===== src/rtl/tmr_pkg.sv =====
package tmr_pkg;
   // What the Count register does on the coming edge
   typedef enum logic [1:0] {
      CNT_HOLD = 2'd0,
      CNT_LOAD = 2'd1,
      CNT_STEP = 2'd2
   } cnt_op_e;
endpackage


===== src/rtl/tmr_count_reg.sv =====
module tmr_count_reg
   import tmr_pkg::*;
#(
   parameter int          CNT_W     = 32,
   parameter logic [CNT_W-1:0] RST_VAL = 1
) (
   input  logic             clk,
   input  logic             rst_n,
   input  logic             tick_en,
   input  logic             freeze,
   input  logic             load,
   input  logic [CNT_W-1:0] load_val,
   output logic [CNT_W-1:0] count_q,
   output logic [CNT_W-1:0] count_inc,
   output logic             stepping
);
   cnt_op_e op;

   always_comb begin
      if (load)                   op = CNT_LOAD;
      else if (tick_en && !freeze) op = CNT_STEP;
      else                        op = CNT_HOLD;
   end

   assign count_inc = count_q + CNT_W'(1);
   assign stepping  = (op == CNT_STEP);

   always_ff @(posedge clk) begin
      if (!rst_n) begin
         count_q <= RST_VAL;
      end else begin
         unique case (op)
            CNT_LOAD: count_q <= load_val;
            CNT_STEP: count_q <= count_inc;
            default:  count_q <= count_q;
         endcase
      end
   end
endmodule


===== src/rtl/tmr_match_flag.sv =====
module tmr_match_flag #(
   parameter int CNT_W = 32
) (
   input  logic             clk,
   input  logic             rst_n,
   input  logic             stepping,
   input  logic [CNT_W-1:0] count_inc,
   input  logic [CNT_W-1:0] compare_q,
   input  logic             cmp_wr,
   input  logic             rev2_mode,
   output logic             pending,
   output logic             status
);
   logic hit;

   // Match is judged on the value Count is about to take
   assign hit = stepping && (count_inc == compare_q);

   always_ff @(posedge clk) begin
      if (!rst_n) begin
         pending <= 1'b0;
         status  <= 1'b0;
      end else begin
         if (cmp_wr)   pending <= 1'b0;
         else if (hit) pending <= 1'b1;

         if (rev2_mode) begin
            if (cmp_wr)   status <= 1'b0;
            else if (hit) status <= 1'b1;
         end
      end
   end
endmodule


===== src/rtl/tmr_irq_route.sv =====
module tmr_irq_route #(
   parameter int NUM_LINES = 8,
   parameter int SEL_W     = $clog2(NUM_LINES)
) (
   input  logic                 pending,
   input  logic [SEL_W-1:0]     sel,
   output logic [NUM_LINES-1:0] lines
);
   for (genvar i = 0; i < NUM_LINES; i++) begin : g_line
      assign lines[i] = pending && (sel == SEL_W'(i));
   end
endmodule


===== src/rtl/cnt_cmp_timer.sv =====
module cnt_cmp_timer #(
   parameter int               CNT_W     = 32,
   parameter int               NUM_LINES = 8,
   parameter int               SEL_W     = $clog2(NUM_LINES),
   parameter logic [CNT_W-1:0] CNT_RST   = 1,
   parameter logic [CNT_W-1:0] CMP_RST   = 0
) (
   input  logic                 clk,
   input  logic                 rst_n,
   input  logic                 tick_en,
   input  logic                 freeze,
   input  logic [SEL_W-1:0]     route_sel,
   input  logic                 rev2_mode,
   input  logic                 cnt_wr,
   input  logic                 cmp_wr,
   input  logic [CNT_W-1:0]     wr_data,
   output logic [CNT_W-1:0]     count_val,
   output logic [CNT_W-1:0]     compare_val,
   output logic                 tmr_status,
   output logic [NUM_LINES-1:0] irq_lines
);
   localparam int LINES_POW2 = 1 << SEL_W;

   if (CNT_W < 2) begin : g_bad_width
      $error("cnt_cmp_timer: CNT_W must be at least 2");
   end
   if (NUM_LINES < 2 || LINES_POW2 != NUM_LINES) begin : g_bad_lines
      $error("cnt_cmp_timer: NUM_LINES must be a power of two, at least 2");
   end

   logic [CNT_W-1:0] count_inc;
   logic             stepping;
   logic             pending;
   logic [CNT_W-1:0] compare_q;

   tmr_count_reg #(.CNT_W(CNT_W), .RST_VAL(CNT_RST)) u_count (
      .clk(clk), .rst_n(rst_n), .tick_en(tick_en), .freeze(freeze),
      .load(cnt_wr), .load_val(wr_data),
      .count_q(count_val), .count_inc(count_inc), .stepping(stepping)
   );

   always_ff @(posedge clk) begin
      if (!rst_n)      compare_q <= CMP_RST;
      else if (cmp_wr) compare_q <= wr_data;
   end
   assign compare_val = compare_q;

   tmr_match_flag #(.CNT_W(CNT_W)) u_match (
      .clk(clk), .rst_n(rst_n), .stepping(stepping), .count_inc(count_inc),
      .compare_q(compare_q), .cmp_wr(cmp_wr), .rev2_mode(rev2_mode),
      .pending(pending), .status(tmr_status)
   );

   tmr_irq_route #(.NUM_LINES(NUM_LINES), .SEL_W(SEL_W)) u_route (
      .pending(pending), .sel(route_sel), .lines(irq_lines)
   );
endmodule


===== config.mk =====
export PLATFORM = sky130hd
export DESIGN_NAME = cnt_cmp_timer
export DESIGN_NICKNAME = d
export VERILOG_FILES = /design/src/rtl/tmr_pkg.sv /design/src/rtl/tmr_count_reg.sv /design/src/rtl/tmr_match_flag.sv /design/src/rtl/tmr_irq_route.sv /design/src/rtl/cnt_cmp_timer.sv
export SDC_FILE = /design/constraint.sdc
export NUM_CORES = 1
export LEC_CHECK = 0
export ABC_AREA = 1
export BUFFER_PORTS_ARGS = -buffer_cell sky130_fd_sc_hd__buf_2
export CORE_AREA = 2 2 93 95
export CTS_CLUSTER_SIZE = 20
export DETAILED_ROUTE_END_ITERATION = 12
export DIE_AREA = 0 0 95 97
export PLACE_DENSITY = 0.75
export SLEW_MARGIN = 20
export SYNTH_ARGS = -nofsm -noshare
export SYNTH_HDL_FRONTEND = slang
export SYNTH_SLANG_ARGS = --single-unit

===== constraint.sdc =====
create_clock -name clk -period 2.35 [get_ports clk]
set_clock_uncertainty 0.05 [all_clocks]
set_input_delay 0.3525 -clock clk [delete_from_list [all_inputs] [get_ports clk]]
set_output_delay 0.3525 -clock clk [all_outputs]
set_load 0.02 [all_outputs]

; Word level (Yosys, flattened, before mapping)
; Index checks and enable logic that the tools add are counted.
[op_classes]
mux = 5
add_sub_neg = 1
n_eq_ne = 10
bitwise_logic = 1
reduce_logical = 16
[ops]
columns = op, n
row1 = 32-bit one-hot mux with 2 select lines, 1
row2 = 32-bit by 1-bit adder with 32-bit output (second input constant), 1
row3 = 32-bit == test, 1
row4 = 3-bit == test (second input constant), 4
row5 = 1-bit logical AND, 10
row6 = 3-bit by 2-bit == test with 1-bit output (second input constant), 2
row7 = 2-bit 2-to-1 mux, 2
row8 = 2-bit nonzero test, 2
row9 = 3-bit by 1-bit == test with 1-bit output (second input constant), 1
row10 = 3-bit logical NOT, 1
row11 = 2-bit by 1-bit == test with 1-bit output (second input constant), 1
row12 = 2-bit == test (second input constant), 1
row13 = 1-bit 2-to-1 mux, 2
row14 = 2-bit AND reduction, 1
row15 = 2-bit OR reduction, 1
row16 = 1-bit logical NOT, 1
row17 = 1-bit NOT, 1
[totals]
reg_bits = 66
input_bits = 42
output_inout_bits = 73

; Logic depth before layout (Yosys ltp)
[depth]
word_depth = 8
depth_mapped = 15
ltp_nobuf = 15

; Modules after synthesis
; Synthesis repeated with hierarchy kept, for this count alone.
[hier_totals]
cells_unflattened = 793
hier_area_um2 = 4555.6
[by_module_without_submodules]
columns = mod, n_inst, seq_area_each_um2, area_each_um2, cells_each
row1 = tmr_count_reg, 1, 640.6, 2444.8, 415
row2 = cnt_cmp_timer, 1, 640.6, 1335.0, 202
row3 = tmr_match_flag, 1, 40.0, 711.9, 159
row4 = tmr_irq_route, 1, 0.0, 63.8, 17

; Worst setup path after synthesis
; Ideal clock, no wire load.
[synth_timing]
kind = register to register
from = reg u_count.count_q[0]
to = reg u_match.status
arrival_time_ns = 1.967
path_slack_ns = 0.264
path_stages_with_launch = 14
required_ns = 2.230
period_less_slack_ns = 2.086
setup_time_ns = 0.070
cell_sequence = dfxtp_1 ha_1 nand2_2 nor2_4 nand2_4 nor2_8 nand3_1 nand3b_1 nand2_1 nor2_1 nand2_1 nor2_1 nand4_1 a21oi_1
[synth_via]
elab_chain_cells = 5
[synth_lines]
columns = element, line
row1 = start: declaration, tmr_count_reg.sv:13  ; output logic [CNT_W-1:0] count_q,
row2 = start signal: assignment, tmr_count_reg.sv:33  ; CNT_LOAD: count_q <= load_val;
row3 = start signal: assignment, tmr_count_reg.sv:34  ; CNT_STEP: count_q <= count_inc;
row4 = start signal: assignment, tmr_count_reg.sv:35  ; default: count_q <= count_q;
row5 = 32-bit by 1-bit adder with 32-bit output, tmr_count_reg.sv:25  ; assign count_inc = count_q + CNT_W'(1);
row6 = 32-bit == test, tmr_match_flag.sv:17  ; assign hit = stepping && (count_inc == compare_q);
row7 = 1-bit logical AND, tmr_match_flag.sv:17
row8 = 2-bit nonzero test (no source line), --
row9 = 2-bit AND reduction (no source line), --
row10 = end signal: assignment, tmr_match_flag.sv:22  ; status <= 1'b0;
row11 = end signal: assignment, tmr_match_flag.sv:28  ; if (cmp_wr) status <= 1'b0;
row12 = end signal: assignment, tmr_match_flag.sv:29  ; else if (hit) status <= 1'b1;
row13 = end: declaration, tmr_match_flag.sv:12  ; output logic status
; No other way between the ends.
; A chain may end at the register's enable or synchronous reset.

; Worst setup path in the final report
[layout_timing]
from = reg u_count.count_q[0]
to = reg u_match.pending
[layout_via]
elab_chain_cells = 3
[layout_lines]
columns = element, line
row1 = 32-bit by 1-bit adder with 32-bit output, tmr_count_reg.sv:25
row2 = 32-bit == test, tmr_match_flag.sv:17
row3 = 1-bit logical AND, tmr_match_flag.sv:17
row4 = end signal: assignment, tmr_match_flag.sv:21  ; pending <= 1'b0;
row5 = end signal: assignment, tmr_match_flag.sv:24  ; if (cmp_wr) pending <= 1'b0;
row6 = end signal: assignment, tmr_match_flag.sv:25  ; else if (hit) pending <= 1'b1;
row7 = end: declaration, tmr_match_flag.sv:11  ; output logic pending,
; No other way between the ends.

==> results.cfg <==
[timing]
tightest_slew_ns = 0.459
setup_ws_ns = 0.174
period_needed_ns = 2.18
setup_viol = 0
setup_tns_ns = 0
period_share_pct = 92.6
hold_ws_ns = 0.192
relSlewSlack_pct = 69.4
fmax_ghz = 0.460
hold_viol = 0
rsz0062_at_grt = no
slew_violations = 0

[die]
io_pins = 115
dieArea_um2 = 9220
fp.dieH_um = 97
start_util_pct = 52.1
dieWidth_um = 95
core_area_um2 = 8130
num_rows = 33

[detailed_routing]
firstDrtPassIters = 5
drcViolationCount = 0
wl_um = 14200
avgRoutedWirePerCell_um = 15.3
ant_nets = 0
viasPerCell = 5.44
drtIter0Drc = 292
via_count = 5062

[clocking]
h-tree-depth = 3
root_buffer = clkbuf_8
clk_latency_ns = 0.35
clk_pin_slew_ns = 0.07
clock_sinks = 66
tritoncts = done
cts_buffers = 9
cts.path.max_buffers = 2

[global_route]
grt-ovfl-total = 0
grt_pass1_wl_um = 23100
grt_pass1_vias = 4763
grt_max_degree = 45
grt_usage_pct = 31.6
antenna_found_initial = 0

[cells_and_area]
layout-drive-gt1-share_pct = 23.8
diodes = 0
final_area_um2 = 5270
fin_nets = 864
final_cell_mix = nand2_1 (237), buf_2 (114), nor2_1 (101)
area_growth_pct = 24.2
final_common_cell = nand2_1

[logic_synthesis]
yosys_warnings = 0
yosysUniqueCellTypes = 35
netlist_area_um2 = 4240
synth_top_flop_cell = dfxtp_1
avgSynthCellArea_um2 = 6.08
yosysSeqAreaShare_pct = 31.2
ys_ff_latch = 66
synthCells = 697
synth_nets = 740
async_flop_share_pct = 0
synth-edff-count = 0

[placement]
pre_cts_slack_ns = 0.138
port_buffers = 114
gp_congestion = 0.949
place_hpwl_um = 10500
dpl_cell_area_um2 = 4980

[critical_path]
crit_type = reg2reg
start_kind = register
crit_arrival_ns = 2.40
worst_ep_required_time_ns = 2.58
crit_fanout = 4
end_kind = register

[outcome]
status = completed

[power_and_ir_drop]
switching_share_pct = 31.9
p_switching_mw = 0.929
p_per_area_nw_per_um2 = 554
peakVddDrop_mv = 0.363
p_leak_nw = 2.55
pwr-share-seq_pct = 44.1
internal_power_mw = 1.99
combinationalPowerShare_pct = 20.8
power_frac_clock_pct = 35.1

[job]
drv_cap = 0

[min_path]
hp-class = in2reg
## metrics by stage
step                power (mW)  instances  util [%]
CTS                       2.91        927      63.8
finish                    2.91        930      64.7
detailed placement        1.90        912      61.3
global route              3.05        930      64.7
floorplan                 1.66        697         -
global placement          1.88        912      61.3
## logic make-up after synthesis
family                     count (synthesis)  share of synthesized area (%)
AOI/OAI and AO/OA                         87                           11.9
xor gates and xnor gates                   8                           2.66
and+or+nand+nor                          447                           46.2
DFF                                       66                           31.2
buffers and inverters                     88                           7.79
adders and majority gates                  1                          0.295
## what timing repair did
| item | CTS | global route |
|---|---|---|
| buffers inserted | 0 | 3 |
| resized for setup | 0 | 18 |
| endpoints found under the setup margin | 0 | 2 |
| hold buffers | 0 | 0 |
## final timing paths
path                       from         endpoint  slack (ns)  cells after the start
max reg2reg  u_count.count_q[0]  u_match.pending        0.17                     14
min reg2reg      u_match.status   u_match.status        0.42                      2
min                 wr_data[18]  compare_val[18]        0.19                      3
max          u_count.count_q[0]  u_match.pending        0.17                     14
## metal layers
metal / global-route usage, % / routed length [um]
met4: 10.3 / 347
met2: 49.4 / 6480
met3: 4.36 / 1000
met5: 0 / 0
met1: 44.6 / 6380
## synth_stat cells, types with 7 or more instances
cell      count  share of area, %
nand2_2      11               1.6
nor2_1      106               9.4
o21ai_0      33               3.9
clkbuf_1     19               1.7
nand2_1     238                21
a21oi_1      17               2.0
nand3b_1     14               2.5
nand3_1      56               6.6
a31oi_1      22               3.2
nor2_4        7               1.9
inv_1        61               5.4
dfxtp_1      66                31
## power groups by stage
stage	Clock, mW	Combinational [mW]	Sequential (mW)
floorplan	0	0.290	1.37
global placement	0	0.582	1.30
detailed placement	0	0.594	1.30
CTS	1.03	0.596	1.28
global route	1.08	0.670	1.30
finish	1.02	0.607	1.28
## registers in the layout (all words and copies together), names as in the netlist
register and flops:
u_count.count_q 32, u_match.pending 1, u_match.status 1, compare_val 32
## worst max-delay path, cell delays in order (launching register included)
cell and delay [ns]:
dfxtp_2 0.34, ha_2 0.19, nand2_2 0.09, nor2_4 0.22, buf_4 0.17, nand3_1 0.10
nand2_1 0.10, o21ai_1 0.09, nor2_1 0.13, nand2_1 0.07, nor2_2 0.10, nand2_1 0.10
nor2_2 0.14, nand3_1 0.08, a21oi_1 0.13
## layout make-up
| type | instances | area, um2 |
|---|---|---|
| Timing Repair Buffer | 132 | 718 |
| Fill cell | 797 | 2870 |
| Tap cell | 105 | 131 |
| Multi-Input combinational cell | 543 | 2620 |
| Inverter | 69 | 259 |
| Sequential cell | 66 | 1330 |
| Clock buffer | 13 | 169 |
| Clock inverter | 2 | 35.0 |
Note: power is estimated with default switching activity, not from simulation.
